===== src/rtl/brk_pkg.sv =====
package brk_pkg;

    typedef enum logic [1:0] {
        ST_CLOSED = 2'b00,
        ST_DELAY  = 2'b01,
        ST_WAIT   = 2'b10,
        ST_OPEN   = 2'b11
    } brk_state_e;

    // Number of sample strobes that make up the intentional delay.
    function automatic int unsigned delay_strobes(input int unsigned cycles,
                                                  input int unsigned per_cycle);
        return cycles * per_cycle;
    endfunction

endpackage


===== src/rtl/brk_delay_count.sv =====
module brk_delay_count #(
    parameter int unsigned LIMIT = 32
) (
    input  logic clk,
    input  logic rst,
    input  logic en_i,
    input  logic stb_i,
    output logic done_o
);
    localparam int unsigned CNT_W = (LIMIT > 1) ? $clog2(LIMIT) : 1;
    localparam logic [CNT_W-1:0] LAST = CNT_W'(LIMIT - 1);

    logic [CNT_W-1:0] cnt;

    always_ff @(posedge clk) begin
        if (rst || !en_i) begin
            cnt <= '0;
        end else if (stb_i && cnt != LAST) begin
            cnt <= cnt + 1'b1;
        end
    end

    assign done_o = en_i && stb_i && (cnt == LAST);

    AST_CNT_BOUND: assert property (@(posedge clk) disable iff (rst)
        cnt <= LAST);
    AST_CNT_IDLE_HOLD: assert property (@(posedge clk) disable iff (rst)
        (en_i && !stb_i) |=> (cnt == $past(cnt)));

endmodule


===== src/rtl/brk_zero_detect.sv =====
module brk_zero_detect #(
    parameter int unsigned SMP_W = 16
) (
    input  logic             clk,
    input  logic             rst,
    input  logic             stb_i,
    input  logic [SMP_W-1:0] smp_i,
    input  logic [SMP_W-1:0] zband_i,
    output logic             hit_o
);
    logic             prev_neg;
    logic             prev_vld;
    logic [SMP_W-1:0] mag;
    logic             in_band;
    logic             flip;

    always_comb begin
        mag     = smp_i[SMP_W-1] ? (~smp_i + 1'b1) : smp_i;
        in_band = (mag <= zband_i);
        flip    = prev_vld && (prev_neg != smp_i[SMP_W-1]);
        hit_o   = stb_i && (in_band || flip);
    end

    always_ff @(posedge clk) begin
        if (rst) begin
            prev_neg <= 1'b0;
            prev_vld <= 1'b0;
        end else if (stb_i) begin
            prev_neg <= smp_i[SMP_W-1];
            prev_vld <= 1'b1;
        end
    end

    AST_HIT_NEEDS_STB: assert property (@(posedge clk) disable iff (rst)
        hit_o |-> stb_i);
    AST_PREV_HOLD: assert property (@(posedge clk) disable iff (rst)
        !stb_i |=> $stable(prev_neg));

endmodule


===== src/rtl/brk_fsm.sv =====
module brk_fsm
    import brk_pkg::*;
(
    input  logic       clk,
    input  logic       rst,
    input  logic       trip_i,
    input  logic       stb_i,
    input  logic       delay_done_i,
    input  logic       zero_hit_i,
    output brk_state_e state_o
);
    brk_state_e st, st_nx;

    always_comb begin
        st_nx = st;
        unique case (st)
            ST_CLOSED: if (trip_i)       st_nx = ST_DELAY;
            ST_DELAY:  if (delay_done_i) st_nx = ST_WAIT;
            ST_WAIT:   if (zero_hit_i)   st_nx = ST_OPEN;
            ST_OPEN:                     st_nx = ST_OPEN;
            default:                     st_nx = ST_CLOSED;
        endcase
    end

    always_ff @(posedge clk) begin
        if (rst) st <= ST_CLOSED;
        else     st <= st_nx;
    end

    assign state_o = st;

    AST_TRIP_START: assert property (@(posedge clk) disable iff (rst)
        (st == ST_CLOSED && trip_i) |=> (st == ST_DELAY));
    AST_NO_SKIP: assert property (@(posedge clk) disable iff (rst)
        (st == ST_CLOSED) |=> (st == ST_CLOSED || st == ST_DELAY));
    AST_DELAY_EXIT: assert property (@(posedge clk) disable iff (rst)
        (st == ST_DELAY) |=> (st == ST_DELAY || st == ST_WAIT));
    AST_WAIT_STROBED: assert property (@(posedge clk) disable iff (rst)
        (st == ST_WAIT && !stb_i) |=> (st == ST_WAIT));
    AST_OPEN_STICKY: assert property (@(posedge clk) disable iff (rst)
        (st == ST_OPEN) |=> (st == ST_OPEN));

endmodule


===== src/rtl/breaker_opener.sv =====
module breaker_opener
    import brk_pkg::*;
#(
    parameter int unsigned SMP_W             = 16,
    parameter int unsigned SAMPLES_PER_CYCLE = 16,
    parameter int unsigned DELAY_CYCLES      = 2
) (
    input  logic             clk,
    input  logic             rst,
    input  logic             trip_i,
    input  logic             smp_stb_i,
    input  logic [SMP_W-1:0] smp_i,
    input  logic [SMP_W-1:0] zband_i,
    output logic             open_o,
    output logic [1:0]       status_o
);
    localparam int unsigned DELAY_STB = delay_strobes(DELAY_CYCLES, SAMPLES_PER_CYCLE);

    brk_state_e state;
    logic       delay_done;
    logic       zero_hit;

    brk_delay_count #(.LIMIT(DELAY_STB)) u_delay (
        .clk    (clk),
        .rst    (rst),
        .en_i   (state == ST_DELAY),
        .stb_i  (smp_stb_i),
        .done_o (delay_done)
    );

    brk_zero_detect #(.SMP_W(SMP_W)) u_zero (
        .clk     (clk),
        .rst     (rst),
        .stb_i   (smp_stb_i),
        .smp_i   (smp_i),
        .zband_i (zband_i),
        .hit_o   (zero_hit)
    );

    brk_fsm u_fsm (
        .clk          (clk),
        .rst          (rst),
        .trip_i       (trip_i),
        .stb_i        (smp_stb_i),
        .delay_done_i (delay_done),
        .zero_hit_i   (zero_hit),
        .state_o      (state)
    );

    assign status_o = state;
    assign open_o   = (state == ST_OPEN);

    AST_OPEN_CAUSE: assert property (@(posedge clk) disable iff (rst)
        $rose(open_o) |-> $past(zero_hit));
    AST_WAIT_CAUSE: assert property (@(posedge clk) disable iff (rst)
        (status_o == 2'b10 && $past(status_o) == 2'b01) |-> $past(delay_done));

endmodule


===== config.mk =====
export PLATFORM = sky130hd
export DESIGN_NAME = breaker_opener
export DESIGN_NICKNAME = d
export VERILOG_FILES = /design/src/rtl/brk_pkg.sv /design/src/rtl/brk_delay_count.sv /design/src/rtl/brk_zero_detect.sv /design/src/rtl/brk_fsm.sv /design/src/rtl/breaker_opener.sv
export SDC_FILE = /design/constraint.sdc
export NUM_CORES = 1
export LEC_CHECK = 0
export BUFFER_PORTS_ARGS = -buffer_cell sky130_fd_sc_hd__buf_2
export CORE_UTILIZATION = 52
export DETAILED_ROUTE_END_ITERATION = 10
export PLACE_DENSITY = 0.82
export SYNTH_ARGS = -nofsm -noshare
export SYNTH_HDL_FRONTEND = slang
export SYNTH_HIERARCHICAL = 1
export SYNTH_SLANG_ARGS = --single-unit

===== constraint.sdc =====
create_clock -name clk -period 8.47 [get_ports clk]
set_input_delay 1.694 -clock clk [delete_from_list [all_inputs] [get_ports clk]]
set_output_delay 1.694 -clock clk [all_outputs]
set_load 0.05 [all_outputs]

==> results of run 1 <==
[cell type report]
class / instances / area share
Multi-Input combinational cell: 114 / 0.638
Timing Repair Buffer: 38 / 0.137
Sequential cell: 9 / 0.130
Inverter: 19 / 0.0515
Tap cell: 27 / 0.0244
Clock buffer: 4 / 0.0190
[where the power goes]
part           internal (mW)  switching, mW  total [mW]
logic                 0.0254         0.0287      0.0541
registers             0.0435       0.000973      0.0445
clock network         0.0182         0.0157      0.0339
total                 0.0871         0.0454       0.133
[how the worst min path moves through the flow]
stage / endpoint / slack, ps / depth (start not counted)
after floorplan: u_zero/prev_vld$_SDFFE_PP0P_ / 430 / 2
after global placement: u_zero/prev_vld$_SDFFE_PP0P_ / 440 / 2
after detailed placement: u_zero/prev_vld$_SDFFE_PP0P_ / 460 / 2
after CTS: u_delay/cnt[4]$_SDFFE_PP0P_ / 470 / 2
after global routing: u_delay/cnt[4]$_SDFFE_PP0P_ / 500 / 2
final: u_zero/prev_vld$_SDFFE_PP0P_ / 470 / 2
[cells by family after synthesis]
kind of cell | after synthesis
simple gates | 48
compound gates | 29
buf+inv | 21
fa+ha+maj | 19
xor+xnor | 16
flops | 9
mux | 2
[metal layers]
metal,vias up,share of wire,GRT usage
met5,-,0,0
met4,0,0,0.0735
met3,0,0.037,0.0249
met2,32,0.55,0.493
met1,538,0.41,0.251
li1,588,-,-
[state kept, by name, summed over array words and instances, names as in the netlist]
| register | flops |
|---|---|
| u_zero/prev_neg | 1 |
| u_fsm/state_o | 2 |
| u_delay/cnt | 5 |
| u_zero/prev_vld | 1 |
[synthesized netlist by cell type]
| library cell | instances |
|---|---|
| a2111oi_0 | 1 |
| a211oi_1 | 1 |
| a21o_1 | 2 |
| a21oi_1 | 9 |
| a221oi_2 | 1 |
| and2_1 | 1 |
| and2_2 | 1 |
| and2b_1 | 1 |
| and2b_2 | 2 |
| and3_1 | 1 |
| and3_2 | 1 |
| buf_6 | 1 |
| clkbuf_1 | 1 |
| dfxtp_1 | 9 |
| ha_1 | 19 |
| inv_1 | 19 |
| mux2i_1 | 2 |
| nand2_1 | 12 |
| nand2b_1 | 2 |
| nand2b_4 | 1 |
| nand3_1 | 4 |
| nand3b_1 | 1 |
| nand4_1 | 4 |
| nand4bb_2 | 1 |
| nor2_1 | 9 |
| nor2b_1 | 1 |
| nor3_1 | 1 |
| nor4_1 | 1 |
| nor4b_2 | 1 |
| o2111ai_1 | 1 |
| o211ai_1 | 1 |
| o21ai_0 | 5 |
| o21ai_2 | 1 |
| o31ai_1 | 4 |
| o41ai_1 | 3 |
| or3_1 | 1 |
| or4_4 | 2 |
| xnor2_1 | 14 |
| xor2_1 | 2 |
[critical path, stage by stage]
cell       delay (ps)
buf_2             130
or4_4             560
or4_4             450
nor4b_2           260
ha_1              310
nand4_1           170
a2111oi_0         100
o41ai_1           410
mux2i_1           150
a221oi_2          270
[per-stage QoR]
stage | cells | worst slack (ps) | utilization | hold WS, ps
6_report | 211 | 4140 | 0.685 | 470
5_1_grt | 211 | 3950 | 0.685 | 497
4_1_cts | 211 | 4170 | 0.685 | 470
3_5_place_dp | 207 | 3900 | 0.672 | 456
3_3_place_gp | 207 | 4040 | 0.672 | 441
2_1_floorplan | 144 | 4300 | - | 430
==> run metrics, run 1 <==
Setup CP Type input port to register; Setup Viol. Count Final 0; min cycle time layout 4330 ps; Pwr per Cell Area 95.7 nW/um^2; largest family of logic cells by synthesized area simple AND/OR/NAND/NOR gates; Yosys warning count 6; Req. time, crit path 8650 ps; post-CTS setup repair buffer count 0; hold_sp u_zero/prev_vld$_SDFFE_PP0P_; post-route design area 1390 sq um; CTS buffer count 3; DR pass1 iterations 4; Fin. Hold Viols 0; Post-Syn Nets 199; area occupied by multi-input gates 883 sq um; total number of vias 1158; slew margin rel. 0.697; Detail Route Antenna Nets 0; initial core utilization 0.569; unrepaired setup endpoints after global routing false; GRT overflow 0; fmax 0.231 GHz; # hold bufs at CTS 0; vias in the first global route 1145; Synth area leader ha_1; most frequent cells in the layout buf_2 (38), ha_1 (19), inv_1 (19), xnor2_1 (14), nand2_1 (12); Synth Area per Inst 7.99 sq um; 1st-iter DRT viols 33; Critical R2R Capture u_delay/cnt[3]$_SDFFE_PP0P_; CTS tree done; slew at the pin with the worst max-slew slack 451 ps; first-pass GRT wire length 4.62 mm; Rows 16; sequential cell area fraction in the yosys report 0.157; # nets final 240; RD Place Congestion 0.818; max-cap viol count 0; Seq. cell area 180 sq um; HP Class register to register; crit path to u_fsm/state_o[0]$_SDFFE_PP0P_; status finished, final reports clean; input/output buffers 38; Die Wd 49.0 um; initial antenna violation count 0; core area 2020 sq um; Netlist cell types 39; filler cell count 186; DP Wirelength 2.18 mm; clk root buf clkbuf_4; Sink Count 9; period utilisation layout 0.512; Post-Synthesis Cells 144; Leak Pwr 0.682 nW; largest net degree at the start of global routing 19; most common cell after layout, fill and taps aside buf_2; element type at the critical path end register; setup_tns 0 ps; reg2reg start u_delay/cnt[0]$_SDFFE_PP0P_; post-synth design cell area 1150 sq um; Synth top area share 0.207; Via density 5.49; mux contribution to synthesized area 0.0174; die area 2400 sq um; Area after DPL 1360 sq um; Tot GR Track Use 0.241; Top Ports 39; fraction of layout cells with a size suffix above 1 0.283; Reg2Reg Setup Slack 6800 ps; CP Data Arrival Time 4510 ps; H-tree depth 1; Power Total 133 uW; Simple-Gate Fraction of Synth Area 0.250; Reg2Reg Depth 6; Layout Skew 1.99 ps; final wirelength 2.68 mm; Synth Area in Compound Gates 0.172; # diodes 0; Post-Synth XOR/XNOR Area 0.122; post-synthesis register bit count 9; Synth area leaders ha_1 (21%), dfxtp_1 (16%), xnor2_1 (11%); WL/cell 12.7 um; crit-path max FO 5; Die Y 49.0 um; Critical path origin smp_i[7]; adder-cell share of the synthesized area 0.207; Max Root-Sink Buffers 2; Pins Over Slew Limit 0; Startpoint Class input port; DRC 0; Resized Gates After CTS 0; area delta synth->final 20.5%; VDD IR max 0.0837 mV; latest clock arrival within the worst-skew pair 260 ps; Clk pin slew, worst setup/hold paths 60 ps
Note: power is estimated with default switching activity, not from simulation.
==> run 2: changes to the inputs <==
--- a/config.mk
+++ b/config.mk
@@ -6,9 +6,9 @@
 export NUM_CORES = 1
 export LEC_CHECK = 0
 export BUFFER_PORTS_ARGS = -buffer_cell sky130_fd_sc_hd__buf_2
-export CORE_UTILIZATION = 52
+export CORE_UTILIZATION = 45
 export DETAILED_ROUTE_END_ITERATION = 10
-export PLACE_DENSITY = 0.82
+export PLACE_DENSITY = 0.76
 export SYNTH_ARGS = -nofsm -noshare
 export SYNTH_HDL_FRONTEND = slang
 export SYNTH_HIERARCHICAL = 1
==> constraint.sdc (replaced) <==
create_clock -name clk -period 3.6 [get_ports clk]
set_input_delay 0.72 -clock clk [delete_from_list [all_inputs] [get_ports clk]]
set_output_delay 0.72 -clock clk [all_outputs]
set_load 0.05 [all_outputs]
==> run 2 against run 1 <==
Net effect:
- non-clock buffer count up 1
- clock power grew 120%
- worst setup slack got worse by 3800 ps
- cell area grew 0.72%
- clock skew increased by 3.8 ps
- first-iteration DRC count fell by 58%
- sequential share of layout area decreased by 0.093 points
- hold slack gained 2.4 ps
- final cell count up 0.95%
- critical path depth grew 2
- largest cell class unchanged
- sequential cell count stayed put
- count of clock-buffer cells in the layout is 1 lower
==> run metrics, run 2 (synthesized netlist as in run 1, its figures left out) <==
slew margin rel. 0.681 (-0.0166); dpl cells 209 (+0.97%); CTS tree done; Resized Gates After CTS 0 (unchanged); area delta synth->final 21.3%; input/output buffers 38 (unchanged); Sink Count 9 (unchanged); period utilisation layout 0.908; # diodes 0 (unchanged); Reg2Reg Depth 6 (unchanged); # nets final 241 (+0.42%); CP Data Arrival Time 3440 ps (-1070 ps); Setup Viol. Count Final 0 (unchanged); most common cell after layout, fill and taps aside buf_2; CTS buffer count 3 (unchanged); clk root buf clkbuf_4; final wirelength 2.59 mm (-3.2%); core area 2320 sq um (+15%); vias in the first global route 1106 (-3.4%); die area 2760 sq um (+15%); Detail Route Antenna Nets 0 (unchanged); largest net degree at the start of global routing 19 (unchanged); Layout Cells excl Fill 213 (+0.95%); latest clock arrival within the worst-skew pair 250 ps (about the same); total number of vias 1145 (-1.1%); DP Wirelength 2.24 mm (+2.5%); Clk pin slew, worst setup/hold paths 60 ps (about the same); VDD IR max 0.175 mV (+110%); WL/cell 12.2 um (-4.1%); post-CTS setup repair buffer count 0 (unchanged); max reg flops 5 (unchanged); element type at the critical path end register; initial core utilization 0.496 (-0.0727); Layout Skew 5.79 ps (+3.79 ps); RD Place Congestion 0.757 (-7.5%); Startpoint Class input port; Tot GR Track Use 0.211 (-0.0306); fmax 0.306 GHz; Setup CP Type input port to register; setup_tns 0 ps (unchanged); fraction of layout cells with a size suffix above 1 0.292 (+0.00928); Rows 17 (+1); DRC 0 (unchanged); Pins Over Slew Limit 0 (unchanged); H-tree depth 1 (unchanged); Die Wd 52.6 um (+7.2%); most frequent cells in the layout buf_2 (38), ha_1 (19), inv_1 (19), xnor2_1 (14), nand2_1 (12); Power Total 303 uW (+130%); crit-path max FO 5 (unchanged); Via density 5.38 (-2.1%); Req. time, crit path 3770 ps (-4880 ps); slew at the pin with the worst max-slew slack 473 ps (+22.2 ps); Top Ports 39 (unchanged); HP Class register to register; DR pass1 iterations 4 (unchanged); min cycle time layout 3270 ps; hold-critical path depth 2 (unchanged); GRT overflow 0 (unchanged); max-cap viol count 0 (unchanged); status finished, final reports clean; Leak Pwr 0.689 nW (+1.0%); Max Root-Sink Buffers 2 (unchanged); Fin. Hold Viols 0 (unchanged); Die Y 52.6 um (+7.2%); # hold bufs at CTS 0 (unchanged); 1st-iter DRT viols 14 (-58%); initial antenna violation count 0 (unchanged); largest reg by FF count u_delay/cnt; first-pass GRT wire length 4.32 mm (-6.4%); Pwr per Cell Area 217 nW/um^2 (+130%); unrepaired setup endpoints after global routing false
==> run 2: cell count changes in the layout (fill, tap and decap cells not counted), sizes merged <==
| cell | previous run | this run |
|---|---|---|
| buf | 38 | 39 |
| clkbuf | 4 | 3 |
| clkinv | 0 | 1 |
==> run 2: stage by stage <==
| stage | cell area [sq um] | setup slack [ps] | hold slack (ps) | util |
|---|---|---|---|---|
| 2_1_floorplan | 1150 | 399 | 430 | - |
| 6_report | 1400 | 331 | 472 | 0.602 |
| 5_1_grt | 1400 | 111 | 508 | 0.602 |
| 3_3_place_gp | 1370 | 148 | 441 | 0.590 |
| 3_5_place_dp | 1370 | 43.4 | 464 | 0.590 |
| 4_1_cts | 1400 | 309 | 472 | 0.602 |
==> run 2: power breakdown <==
group	internal (mW)	switching (mW)	total (mW)
combinational	0.0592	0.0662	0.125
sequential	0.102	0.00221	0.105
clock	0.0408	0.0323	0.0731
==> run 2: worst paths after layout <==
kind                                      from                             to  slack, ps
setup reg to reg   u_delay/cnt[0]$_SDFFE_PP0P_    u_delay/cnt[3]$_SDFFE_PP0P_       1930
hold / removal    u_zero/prev_vld$_SDFFE_PP0P_   u_zero/prev_vld$_SDFFE_PP0P_        470
setup / recovery                      smp_i[7]  u_fsm/state_o[0]$_SDFFE_PP0P_        330
hold reg to reg   u_zero/prev_vld$_SDFFE_PP0P_   u_zero/prev_vld$_SDFFE_PP0P_        470
==> run 2: worst max-delay path: stages <==
cell,delay (ps)
buf_2,130
or4_4,560
or4_4,450
o21ai_2,140
xnor2_1,80
ha_1,290
nand4_1,140
nor4_1,290
o21ai_0,120
o41ai_1,70
mux2i_1,150
a221oi_2,290
==> run 2: routing by layer <==
layer  share of wire  vias to the layer above  GRT usage
met2            0.52                       27      0.416
li1                -                      591          -
met4           0.029                        0      0.110
met1            0.42                      517      0.206
met5               0                        -          0
met3           0.031                       10     0.0290
==> run 2: area by class of cell <==
| type | count | area [sq um] |
|---|---|---|
| clock inverter | 1 | 5.00 |
| sequential | 9 | 180 |
| tap | 28 | 35.0 |
| fill | 220 | 923 |
| inverter | 19 | 71.3 |
| multi-input combinational | 114 | 883 |
| clock buffer | 3 | 22.5 |
| timing repair buffer | 39 | 198 |
